[src/rtl/pfx_pkg.sv]
package pfx_pkg;
  localparam int unsigned OP_W = 8;
  localparam logic [OP_W-1:0] PFX_CODE = 8'hFB;
  localparam logic [OP_W-1:0] JSR_ABS  = 8'h20;

  typedef enum logic [2:0] {
    AM_NONE    = 3'd0,
    AM_ABS     = 3'd1,
    AM_ABS_IND = 3'd2,
    AM_ZP      = 3'd3,
    AM_ZP_IND  = 3'd4,
    AM_STK     = 3'd5,
    AM_STK_IY  = 3'd6,
    AM_IDX     = 3'd7
  } amode_e;

  typedef enum logic [2:0] {
    CL_PLAIN,
    CL_CALL,
    CL_BITZP,
    CL_STK,
    CL_IDX
  } op_class_e;
endpackage

[src/rtl/pfx_classify.sv]
module pfx_classify
  import pfx_pkg::*;
(
  input  logic [OP_W-1:0] op_i,
  output op_class_e       cls_o,
  output logic            is_pfx_o
);
  localparam int unsigned NIB = OP_W / 2;

  logic [NIB-1:0] lo_nib, hi_nib;
  assign lo_nib = op_i[NIB-1:0];
  assign hi_nib = op_i[OP_W-1:NIB];

  assign is_pfx_o = (op_i == PFX_CODE);

  always_comb begin
    cls_o = CL_PLAIN;
    if (op_i == JSR_ABS)                         cls_o = CL_CALL;
    else if (lo_nib == NIB'(4'h7))               cls_o = CL_BITZP;
    else if (lo_nib == NIB'(4'h3))               cls_o = CL_STK;
    else if (hi_nib[0] && (lo_nib[1:0] == 2'b01)) cls_o = CL_IDX;
  end
endmodule

[src/rtl/pfx_state.sv]
module pfx_state (
  input  logic clk_i,
  input  logic rst_ni,
  input  logic op_valid_i,
  input  logic is_pfx_i,
  input  logic int_ack_i,
  output logic pending_o
);
  logic pending_d;

  always_comb begin
    pending_d = pending_o;
    if (int_ack_i)       pending_d = 1'b0;
    else if (op_valid_i) pending_d = is_pfx_i; // repeated prefixes stay set
  end

  always_ff @(posedge clk_i or negedge rst_ni) begin
    if (!rst_ni) pending_o <= 1'b0;
    else         pending_o <= pending_d;
  end
endmodule

[src/rtl/pfx_remap.sv]
module pfx_remap
  import pfx_pkg::*;
(
  input  op_class_e       cls_i,
  input  logic [OP_W-1:0] op_i,
  input  logic            pfx_i,
  input  logic            kernel_i,
  output amode_e          amode_o,
  output logic            idx_swap_o,
  output logic            usp_sel_o
);
  always_comb begin
    amode_o    = AM_NONE;
    idx_swap_o = 1'b0;
    usp_sel_o  = 1'b0;
    unique case (cls_i)
      CL_CALL:  amode_o = pfx_i ? AM_ABS_IND : AM_ABS;
      CL_BITZP: amode_o = pfx_i ? AM_ZP_IND  : AM_ZP;
      CL_STK: begin
        amode_o   = op_i[OP_W/2] ? AM_STK_IY : AM_STK;
        usp_sel_o = pfx_i && kernel_i;
      end
      CL_IDX: begin
        amode_o    = AM_IDX;
        idx_swap_o = pfx_i;
      end
      default: ;
    endcase
  end
endmodule

[src/rtl/pfx_decoder.sv]
module pfx_decoder
  import pfx_pkg::*;
(
  input  logic            clk_i,
  input  logic            rst_ni,
  input  logic            op_valid_i,
  input  logic [OP_W-1:0] op_byte_i,
  input  logic            int_ack_i,
  input  logic            kernel_i,
  output logic            issue_valid_o,
  output logic [OP_W-1:0] issue_op_o,
  output logic            prefixed_o,
  output logic [2:0]      amode_o,
  output logic            idx_swap_o,
  output logic            usp_sel_o
);
  op_class_e cls;
  logic      is_pfx, pending, eff_pfx, issue_d;
  amode_e    amode_d;
  logic      idx_d, usp_d;

  pfx_classify u_cls (.op_i(op_byte_i), .cls_o(cls), .is_pfx_o(is_pfx));

  pfx_state u_state (
    .clk_i(clk_i), .rst_ni(rst_ni), .op_valid_i(op_valid_i),
    .is_pfx_i(is_pfx), .int_ack_i(int_ack_i), .pending_o(pending)
  );

  assign eff_pfx = pending && !int_ack_i;
  assign issue_d = op_valid_i && !is_pfx;

  pfx_remap u_remap (
    .cls_i(cls), .op_i(op_byte_i), .pfx_i(eff_pfx), .kernel_i(kernel_i),
    .amode_o(amode_d), .idx_swap_o(idx_d), .usp_sel_o(usp_d)
  );

  always_ff @(posedge clk_i or negedge rst_ni) begin
    if (!rst_ni) begin
      issue_valid_o <= 1'b0;
      issue_op_o    <= '0;
      prefixed_o    <= 1'b0;
      amode_o       <= AM_NONE;
      idx_swap_o    <= 1'b0;
      usp_sel_o     <= 1'b0;
    end else begin
      issue_valid_o <= issue_d;
      issue_op_o    <= issue_d ? op_byte_i : '0;
      prefixed_o    <= issue_d && eff_pfx;
      amode_o       <= issue_d ? amode_d : AM_NONE;
      idx_swap_o    <= issue_d && idx_d;
      usp_sel_o     <= issue_d && usp_d;
    end
  end

  assert_pfx_not_issued_R1: assert property (@(posedge clk_i) disable iff (!rst_ni)
    (op_valid_i && op_byte_i == PFX_CODE) |=> !issue_valid_o);

  assert_one_shot_R5: assert property (@(posedge clk_i) disable iff (!rst_ni)
    (issue_valid_o && prefixed_o) |=> !prefixed_o);

  assert_usp_kernel_R7: assert property (@(posedge clk_i) disable iff (!rst_ni)
    (op_valid_i && !kernel_i) |=> !usp_sel_o);

  assert_ack_clears_R10: assert property (@(posedge clk_i) disable iff (!rst_ni)
    int_ack_i |=> !prefixed_o);

  assert_indirect_needs_pfx_R3: assert property (@(posedge clk_i) disable iff (!rst_ni)
    (amode_o == AM_ABS_IND || amode_o == AM_ZP_IND) |-> prefixed_o);

  assert_idle_quiet_R2: assert property (@(posedge clk_i) disable iff (!rst_ni)
    !op_valid_i |=> (!issue_valid_o && !prefixed_o && !usp_sel_o && !idx_swap_o));
endmodule

[config.mk]
export PLATFORM = sky130hd
export DESIGN_NAME = pfx_decoder
export DESIGN_NICKNAME = d
export VERILOG_FILES = /design/src/rtl/pfx_pkg.sv /design/src/rtl/pfx_classify.sv /design/src/rtl/pfx_state.sv /design/src/rtl/pfx_remap.sv /design/src/rtl/pfx_decoder.sv
export SDC_FILE = /design/constraint.sdc
export NUM_CORES = 1
export LEC_CHECK = 0
export BUFFER_PORTS_ARGS = -buffer_cell sky130_fd_sc_hd__buf_2
export CORE_MARGIN = 2
export CORE_UTILIZATION = 40
export DETAILED_ROUTE_END_ITERATION = 7
export GPL_TIMING_DRIVEN = 0
export HOLD_SLACK_MARGIN = 0.02
export PLACE_DENSITY = 0.67
export SYNTH_ARGS = -nofsm -noshare
export SYNTH_HDL_FRONTEND = slang
export SYNTH_SLANG_ARGS = --single-unit
[constraint.sdc]
create_clock -name clk_i -period 1.1 [get_ports clk_i]
set_clock_uncertainty 0.2 [all_clocks]
set_input_delay 0.22 -clock clk_i [delete_from_list [all_inputs] [get_ports clk_i]]
set_output_delay 0.22 -clock clk_i [all_outputs]
set_load 0.03 [all_outputs]
==> flow_summary.yaml, run 1 <==
status:
  status: "finished, violations left"
  violations: "hold timing, setup timing"
synthesis:
  synth.area.top_cells: "dfrtp_1 59%, and2_1 8.3%, buf_6 3.3%"
  syn-num-nets: 74
  synth_enable_flop_cells: 0
  yosys_register_bits: 16
  synth.top_cell.area_share_pct: 58.9
  synth_ff_type: "dfrtp_1"
  synth_common_cells: "16 x dfrtp_1, 9 x and2_1, 4 x nor2_1"
  synth-async-reset-ratio_pct: 100
  syn_inst: 61
  yosysUniqueCellTypes: 22
  synth_top_area_cell: "dfrtp_1"
  synth_area_um2: 679
  syn_avg_cell_area_um2: 11.1
  yosysMostFrequentCell: "dfrtp_1"
  yosys_warnings: 0
  seq_area_frac_synth_pct: 58.9
pwr:
  total_power_uw: 1260
  ir_drop_mv: 0.749
  power_per_cell_area_nw_per_um2: 1160
  p_leak_uw: 0.000545
placement:
  place_hpwl_um: 938
  io_buffer_count: 25
  pre_cts_slack_ns: -0.423
  dp.cells: 102
  gp_congestion: 0.789
cells_and_area:
  nets: 112
  drive_gt1_share_pct: 44.9
  syn2layout_area_growth_pct: 61.1
  stdcell_count: 114
  antenna_cells: 0
route:
  drc_errors: 0
  wl_per_cell_um: 13.2
  drtIter0Drc: 11
  ant_nets: 0
  route.met3.wl_um: 88
  viasPerCell: 5.15
  vias: 587
  wl_met1_um: 652
  wirelength_mm: 1.51
  first_pass_iters: 4
  route.met2.wl_um: 745
  top_layer_used: "met4"
floorplan:
  dieArea_um2: 2040
  fp.coreArea_um2: 1540
  ios: 28
  rows: 14
  die_w_um: 45.2
  start_util_pct: 44.1
  die_height_um: 45.2
cts:
  clk_pin_slew_ns: 0.09
  clockBufferDepth: 2
  clk_latency_ns: 0.28
  cts_inserted_buffers: 3
  cts.sinks: 16
  root_buffer: "clkbuf_4"
  cts_tree: "done"
  h-tree-depth: 1
setup_path:
  critical-path-max-stage-delay_ns: 0.39
  path_delay_family: "flip-flops"
  path_class: "reg2out"
  cp_data_required_time_ns: 0.68
  crit_path_end_kind: "output port"
  cp.buffers_inverters: 1
  crit_path_max_fanout: 1
  r2r-end: "amode_o[1]"
  worst_ep_arrival_time_ns: 0.81
  rr_worst_depth: 4
  rrSetupSlack_ns: -0.11
  crit_path_start_kind: "flip-flop"
  rr_startpoint: "u_state.pending_o"
  crit_chain: "buf_6"
  crit_path_top_delay_cell: "dfrtp_1"
hold_path:
  hold_end: "u_state.pending_o"
  hold_start: "int_ack_i"
  hold_path_class: "in2reg"
  hold_path_depth: 2
sta:
  setup_slack_ns: -0.128
  period_needed_ns: 1.23
  slew_violations: 0
  tightest_slew_ns: 0.347
  fin_hold_ws_ns: -0.0431
  fin_crit_sh_pct: 112
  rsz0062_at_grt: "true"
  hold_viol_final: 2
  maxSlewHeadroom_pct: 76.9
  setup_violations: 25
  max_freq_mhz: 815
global_routing:
  grt_pass1_wl_mm: 2.28
  grtUsageTotal_pct: 16.3
  grt_max_degree: 17
  grt_overflow: 0
  antenna_found_initial: 0
  grt_pass1_vias: 517
run:
  maxCapViolations: 0
==> final cells by class <==
class                      instances  area, um^2
clock buffer                       4        36.3
inverter                           3        11.3
multi-input combinational         39         280
buffer                             3        37.5
timing repair buffer              33         309
fill                             127         447
tap                               16        20.0
sequential                        16         400
==> sequential cells by signal, indices dropped and copies added (netlist names) <==
signal and count:
issue_op_o 8, amode_o 3, idx_swap_o 1, issue_valid_o 1, prefixed_o 1, u_state.pending_o 1
usp_sel_o 1
==> report_power, final <==
group	switching (uW)	total (uW)	internal (uW)	leakage, uW
clock network	176	377	201	0.0000210
logic	135	265	130	0.000313
registers	10.9	623	612	0.000211
total	322	1260	943	0.000545
==> placed cells by master, fill, tap and decap left out, types with 2 or more instances in the layout <==
cell type,count
nand2_1,2
o21a_1,2
inv_1,3
and2_1,2
nand3_1,3
dfrtp_1,16
dlygate4sd3_1,5
buf_4,2
buf_2,8
nor2_1,4
nand4_1,2
a21oi_1,3
clkbuf_4,3
buf_6,19
nor3_1,2
and2_4,7
==> what timing repair did <==
action | in CTS | in global routing
resized for setup | 46 | 3
endpoints found under the hold margin | 23 | 3
endpoints found under the setup margin | 26 | 26
gates cloned | 1 | 0
buffers inserted | 1 | 0
hold buffers | 5 | 1
pin swaps | 3 | 2
==> layer usage <==
| layer | vias up | track usage [%] |
|---|---|---|
| li1 | 280 | - |
| met1 | 281 | 19.3 |
| met2 | 22 | 26.9 |
| met3 | 4 | 4.00 |
| met4 | 0 | 8.82 |
| met5 | - | 0 |
==> how the worst max path moves through the flow <==
stage / slack, ns / start / to / cells past startpoint
6_report: -0.13 / usp_sel_o / usp_sel_o / 1
5_1_grt: -0.16 / amode_o[1] / amode_o[1] / 1
3_5_place_dp: -0.42 / op_byte_i[1] / issue_op_o[3] / 6
4_1_cts: -0.13 / issue_op_o[3] / issue_op_o[3] / 1
2_1_floorplan: -0.31 / op_byte_i[2] / amode_o[0] / 6
3_3_place_gp: -0.41 / op_byte_i[1] / prefixed_o / 6
==> metrics by stage <==
step	cell area [um^2]	util [%]	hold WS, ns	setup TNS [ns]
floorplan	683	-	-0.276	-3.41
global placement	828	53.7	-0.0614	-5.02
detailed placement	828	53.7	-0.0545	-5.15
CTS	1080	69.8	-0.0590	-2.43
global route	1090	71.0	-0.0500	-3.30
finish	1090	71.0	-0.0431	-2.57
==> logic make-up (layout without fill, tap and decap cells) <==
group	Yosys count	after routing	synth area share, %
AO/OA/AOI/OAI	8	8	7.18
buffers and inverters	6	43	5.71
flip-flops	16	16	58.9
AND/OR/NAND/NOR	31	31	28.2
Power figures use the tool's default switching activity.
==> run 2: changes to the inputs <==
--- a/config.mk
+++ b/config.mk
@@ -7,11 +7,13 @@
 export LEC_CHECK = 0
 export BUFFER_PORTS_ARGS = -buffer_cell sky130_fd_sc_hd__buf_2
 export CORE_MARGIN = 2
-export CORE_UTILIZATION = 40
+export CORE_UTILIZATION = 43
+export CTS_BUF_LIST = sky130_fd_sc_hd__clkbuf_8
 export DETAILED_ROUTE_END_ITERATION = 7
 export GPL_TIMING_DRIVEN = 0
 export HOLD_SLACK_MARGIN = 0.02
-export PLACE_DENSITY = 0.67
+export PLACE_DENSITY = 0.72
 export SYNTH_ARGS = -nofsm -noshare
 export SYNTH_HDL_FRONTEND = slang
 export SYNTH_SLANG_ARGS = --single-unit
+export TNS_END_PERCENT = 5
==> flow_summary.yaml, run 2 (same netlist as run 1, synthesis figures left out) <==
cells_and_area:
  nets: 111
  seqCellArea_um2: 400
  final_cell_mix: "19 x buf_6, 16 x dfrtp_1, 9 x buf_2, 7 x and2_4"
  drive_gt1_share_pct: 52.6
  mostFrequentLayoutCell: "buf_6"
  syn2layout_area_growth_pct: 64.5
  largest_reg_flops: 8
  antenna_cells: 0
  final_util_pct: 75.0
  reg.largest.list: "issue_op_o: 8 flops, amode_o: 3 flops"
  multi_input_area_um2: 297
  fillerInstances: 102
  regMostFlops: "issue_op_o"
route:
  ant_nets: 0
  first_pass_iters: 5
  drc_errors: 0
  wl_per_cell_um: 14.8
  vias: 585
  drtIter0Drc: 15
  viasPerCell: 5.18
  wirelength_mm: 1.67
sta:
  setup_violations: 26
  period_needed_ns: 1.22
  slew_violations: 0
  hold_viol_final: 2
  max_freq_mhz: 818
  fin_hold_ws_ns: -0.0398
  rsz0062_at_grt: "true"
  maxSlewHeadroom_pct: 76.9
  tightest_slew_ns: 0.347
  fin_crit_sh_pct: 111
  setup_slack_ns: -0.122
floorplan:
  die_height_um: 43.8
  ios: 28
  start_util_pct: 45.6
  die_w_um: 43.8
  rows: 14
  fp.coreArea_um2: 1490
  dieArea_um2: 1910
placement:
  gp_congestion: 0.792
  io_buffer_count: 25
  place_hpwl_um: 947
hold_path:
  hold_path_class: "in2reg"
setup_path:
  crit_path_start_kind: "primary input"
  worst_ep_arrival_time_ns: 1.16
  rrSetupSlack_ns: -0.08
  path_class: "in2reg"
  crit_path_end_kind: "flip-flop"
  cp_data_required_time_ns: 1.04
  crit_path_max_fanout: 5
global_routing:
  grt_overflow: 0
  antenna_found_initial: 0
  grt_pass1_wl_mm: 2.55
  grt_pass1_vias: 553
  grt_max_degree: 17
  grtUsageTotal_pct: 19.0
pwr:
  power_per_cell_area_nw_per_um2: 1260
  p_leak_uw: 0.000556
  ir_drop_mv: 0.957
cts:
  h-tree-depth: 1
  cts.sinks: 16
  cts_inserted_buffers: 3
  clockBufferDepth: 2
  cts_tree: "done"
  clk_pin_slew_ns: 0.06
  clk_latency_ns: 0.24
  root_buffer: "clkbuf_8"
  hold_buffers: 3
run:
  maxCapViolations: 0
status:
  status: "finished, violations left"
  violations: "hold timing, setup timing"
## run 2: area by class of cell
type                    count  share of cell area (%)
plain buffers               3                    3.81
repair buffers             32                    26.1
clock buffers               4                    4.93
inverters                   3                    1.01
multi-input cells          39                    26.5
well taps                  16                    1.79
flip-flops and latches     16                    35.8
## run 2: report_power, final
group          total, uW  internal [uW]  leakage [uW]  switching (uW)
Sequential           625            613      0.000211            12.5
Clock                517            317     0.0000288             200
Combinational        263            126      0.000316             137
## run 2: what timing repair did
item | CTS | global route
gates cloned | 0 | 1
hold endpoints to repair | 20 | 2
resized for setup | 38 | 16
setup endpoints to repair | 28 | 31
pin swaps | 4 | 4
setup buffers | 1 | 2
## run 2: through the flow
stage          instances  instance area [um^2]  setup slack (ns)  total power (uW)  setup TNS [ns]
6_report             113                  1120            -0.122              1410           -2.23
5_1_grt              113                  1120            -0.213              1460           -3.31
4_1_cts              110                  1040            -0.103              1380           -2.00
3_5_place_dp         102                   828            -0.436               816           -5.18
3_3_place_gp         102                   828            -0.408               812           -4.91
2_1_floorplan         61                   683            -0.312               742           -3.41
## run 2: worst paths after layout
check	start	end	cells past startpoint
max in group asynchronous	rst_ni	issue_op_o[6]	2
hold / removal	op_byte_i[3]	usp_sel_o	2
setup / recovery	op_byte_i[2]	issue_op_o[6]	6
setup reg to reg	u_state.pending_o	amode_o[1]	4
hold reg to reg	u_state.pending_o	u_state.pending_o	2
min in group asynchronous	rst_ni	issue_op_o[0]	2
## run 2: layer usage
| layer | vias up | track usage (%) | share of wire, % | routed length, um |
|---|---|---|---|---|
| met1 | 283 | 23.4 | 38 | 637 |
| li1 | 279 | - | - | - |
| met5 | - | 0 | 0 | 0 |
| met4 | 0 | 9.09 | 1.5 | 25 |
| met2 | 21 | 32.6 | 56 | 941 |
| met3 | 2 | 2.50 | 4.2 | 70 |
## run 2: critical path, stage by stage
cell and delay (ns):
buf_12 0.10, and4b_1 0.23, nand4_1 0.10, o21a_1 0.25, buf_6 0.15, and2_4 0.13
==> run 3: changes to the inputs <==
--- a/config.mk
+++ b/config.mk
@@ -7,12 +7,12 @@
 export LEC_CHECK = 0
 export BUFFER_PORTS_ARGS = -buffer_cell sky130_fd_sc_hd__buf_2
 export CORE_MARGIN = 2
-export CORE_UTILIZATION = 43
+export CORE_UTILIZATION = 48
 export CTS_BUF_LIST = sky130_fd_sc_hd__clkbuf_8
 export DETAILED_ROUTE_END_ITERATION = 7
 export GPL_TIMING_DRIVEN = 0
 export HOLD_SLACK_MARGIN = 0.02
-export PLACE_DENSITY = 0.72
+export PLACE_DENSITY = 0.76
 export SYNTH_ARGS = -nofsm -noshare
 export SYNTH_HDL_FRONTEND = slang
 export SYNTH_SLANG_ARGS = --single-unit
==> constraint.sdc (replaced) <==
create_clock -name clk_i -period 1.4 [get_ports clk_i]
set_clock_uncertainty 0.2 [all_clocks]
set_input_delay 0.28 -clock clk_i [delete_from_list [all_inputs] [get_ports clk_i]]
set_output_delay 0.28 -clock clk_i [all_outputs]
set_load 0.03 [all_outputs]
==> flow_summary.yaml, run 3 (same netlist as run 1, synthesis figures left out) <==
status:
  status: "finished, final reports clean"
cts:
  clockBufferDepth: 2
  clk_pin_slew_ns: 0.06
  h-tree-depth: 1
  cts_inserted_buffers: 3
  cts_tree: "done"
  root_buffer: "clkbuf_8"
  cts.sinks: 16
  clk_latency_ns: 0.24
sta:
  fin_crit_sh_pct: 93.4
  rsz0062_at_grt: "false"
  max_freq_mhz: 765
  fin_tns_setup_ns: 0
  hold_viol_final: 0
  maxSlewHeadroom_pct: 76.8
  setup_violations: 0
  setup_slack_ns: 0.0923
  tightest_slew_ns: 0.349
  period_needed_ns: 1.31
  slew_violations: 0
setup_path:
  rr_worst_depth: 4
  crit_path_end_kind: "flip-flop"
  cp_data_required_time_ns: 1.34
  worst_ep_arrival_time_ns: 1.24
  crit_path_max_fanout: 10
  crit_path_start_kind: "primary input"
  path_class: "in2reg"
route:
  viasPerCell: 5.24
  vias: 555
  first_pass_iters: 4
  drtIter0Drc: 12
  wirelength_mm: 1.30
  drc_errors: 0
  wl_per_cell_um: 12.3
  ant_nets: 0
pwr:
  ir_drop_mv: 0.781
  combPwrFrac_pct: 15.7
  internal_power_uw: 727
  power_per_cell_area_nw_per_um2: 1080
  p_leak_uw: 0.000468
  p_sw_uw: 246
  clkPwrFrac_pct: 34.4
  total_power_uw: 973
  p_seq_share_pct: 49.9
  swShare_pct: 25.3
global_routing:
  antenna_found_initial: 0
  grt_overflow: 0
  grt_max_degree: 17
  grt_pass1_wl_mm: 2.08
  grt_pass1_vias: 494
  grtUsageTotal_pct: 15.6
cells_and_area:
  mostFrequentLayoutCell: "buf_2"
  antenna_cells: 0
  final_cell_mix: "26 x buf_2, 16 x dfrtp_1, 9 x and2_1, 4 x nor2_1"
  reg.largest.list: "issue_op_o: 8 flops, amode_o: 3 flops"
  syn2layout_area_growth_pct: 32.0
  nets: 106
  largest_reg_flops: 8
  regMostFlops: "issue_op_o"
  drive_gt1_share_pct: 37.4
  final_util_pct: 68.1
run:
  maxCapViolations: 0
placement:
  pre_cts_slack_ns: -0.174
  gp_congestion: 0.820
  io_buffer_count: 25
floorplan:
  die_w_um: 41.6
  start_util_pct: 51.6
  rows: 13
  dieArea_um2: 1730
  fp.coreArea_um2: 1320
  die_height_um: 41.6
  ios: 28
hold_path:
  hold_path_depth: 2
  hold_path_class: "in2reg"
[run 3: cell count changes in the layout (fill, tap and decap cells not counted), sizes merged]
cell and change:
clkbuf -1, dlymetal6s4s -1, buf -4
[run 3: metal layers]
| metal | track usage [%] | wire length [um] | up-vias |
|---|---|---|---|
| met5 | 0 | 0 | - |
| met4 | 5.81 | 17 | 0 |
| met3 | 2.61 | 83 | 2 |
| met2 | 26.9 | 623 | 31 |
| met1 | 19.7 | 575 | 252 |
| li1 | - | - | 270 |
[run 3: timing repair]
action / 4_1_cts / 5_1_grt
hold endpoints to repair: 17 / 0
buffers inserted: 0 / 0
hold buffers: 2 / 0
gates resized for setup: 0 / 2
endpoints found under the setup margin: 0 / 2
[run 3: power groups by stage]
stage / registers [uW] / logic [uW] / clock network [uW]
finish: 485 / 153 / 335
detailed placement: 494 / 147 / 0
global placement: 493 / 144 / 0
global route: 487 / 166 / 353
CTS: 486 / 152 / 339
floorplan: 533 / 50.2 / 0
[run 3: critical path: stages]
cell and delay, ns:
buf_2 0.17, and4b_1 0.20, nand4_1 0.10, o21a_1 0.22, buf_6 0.14, and2_1 0.13
[run 3: layout make-up]
type | instances | area [um^2]
fill | 109 | 420
sequential | 16 | 400
multi-input combinational | 39 | 249
timing repair buffer | 27 | 145
clock buffer | 3 | 41.3
buffer | 3 | 31.3
tap | 15 | 18.8
inverter | 3 | 11.3
[run 3: path summary, 6_finish.rpt]
kind,start,end,slack (ns)
max,op_byte_i[1],prefixed_o,0.09
min,int_ack_i,u_state.pending_o,0.05
max reg2reg,u_state.pending_o,amode_o[1],0.13
min in group asynchronous,rst_ni,issue_op_o[7],0.28
min reg2reg,u_state.pending_o,u_state.pending_o,0.36
max in group asynchronous,rst_ni,u_state.pending_o,0.47
[run 3: stage by stage]
step                hold WS (ns)  instances  cell area [um^2]
floorplan                 -0.216         61               683
global placement        0.000446        101               827
detailed placement        0.0108        101               827
CTS                       0.0390        106               888
global route              0.0551        106               897
finish                    0.0471        106               897
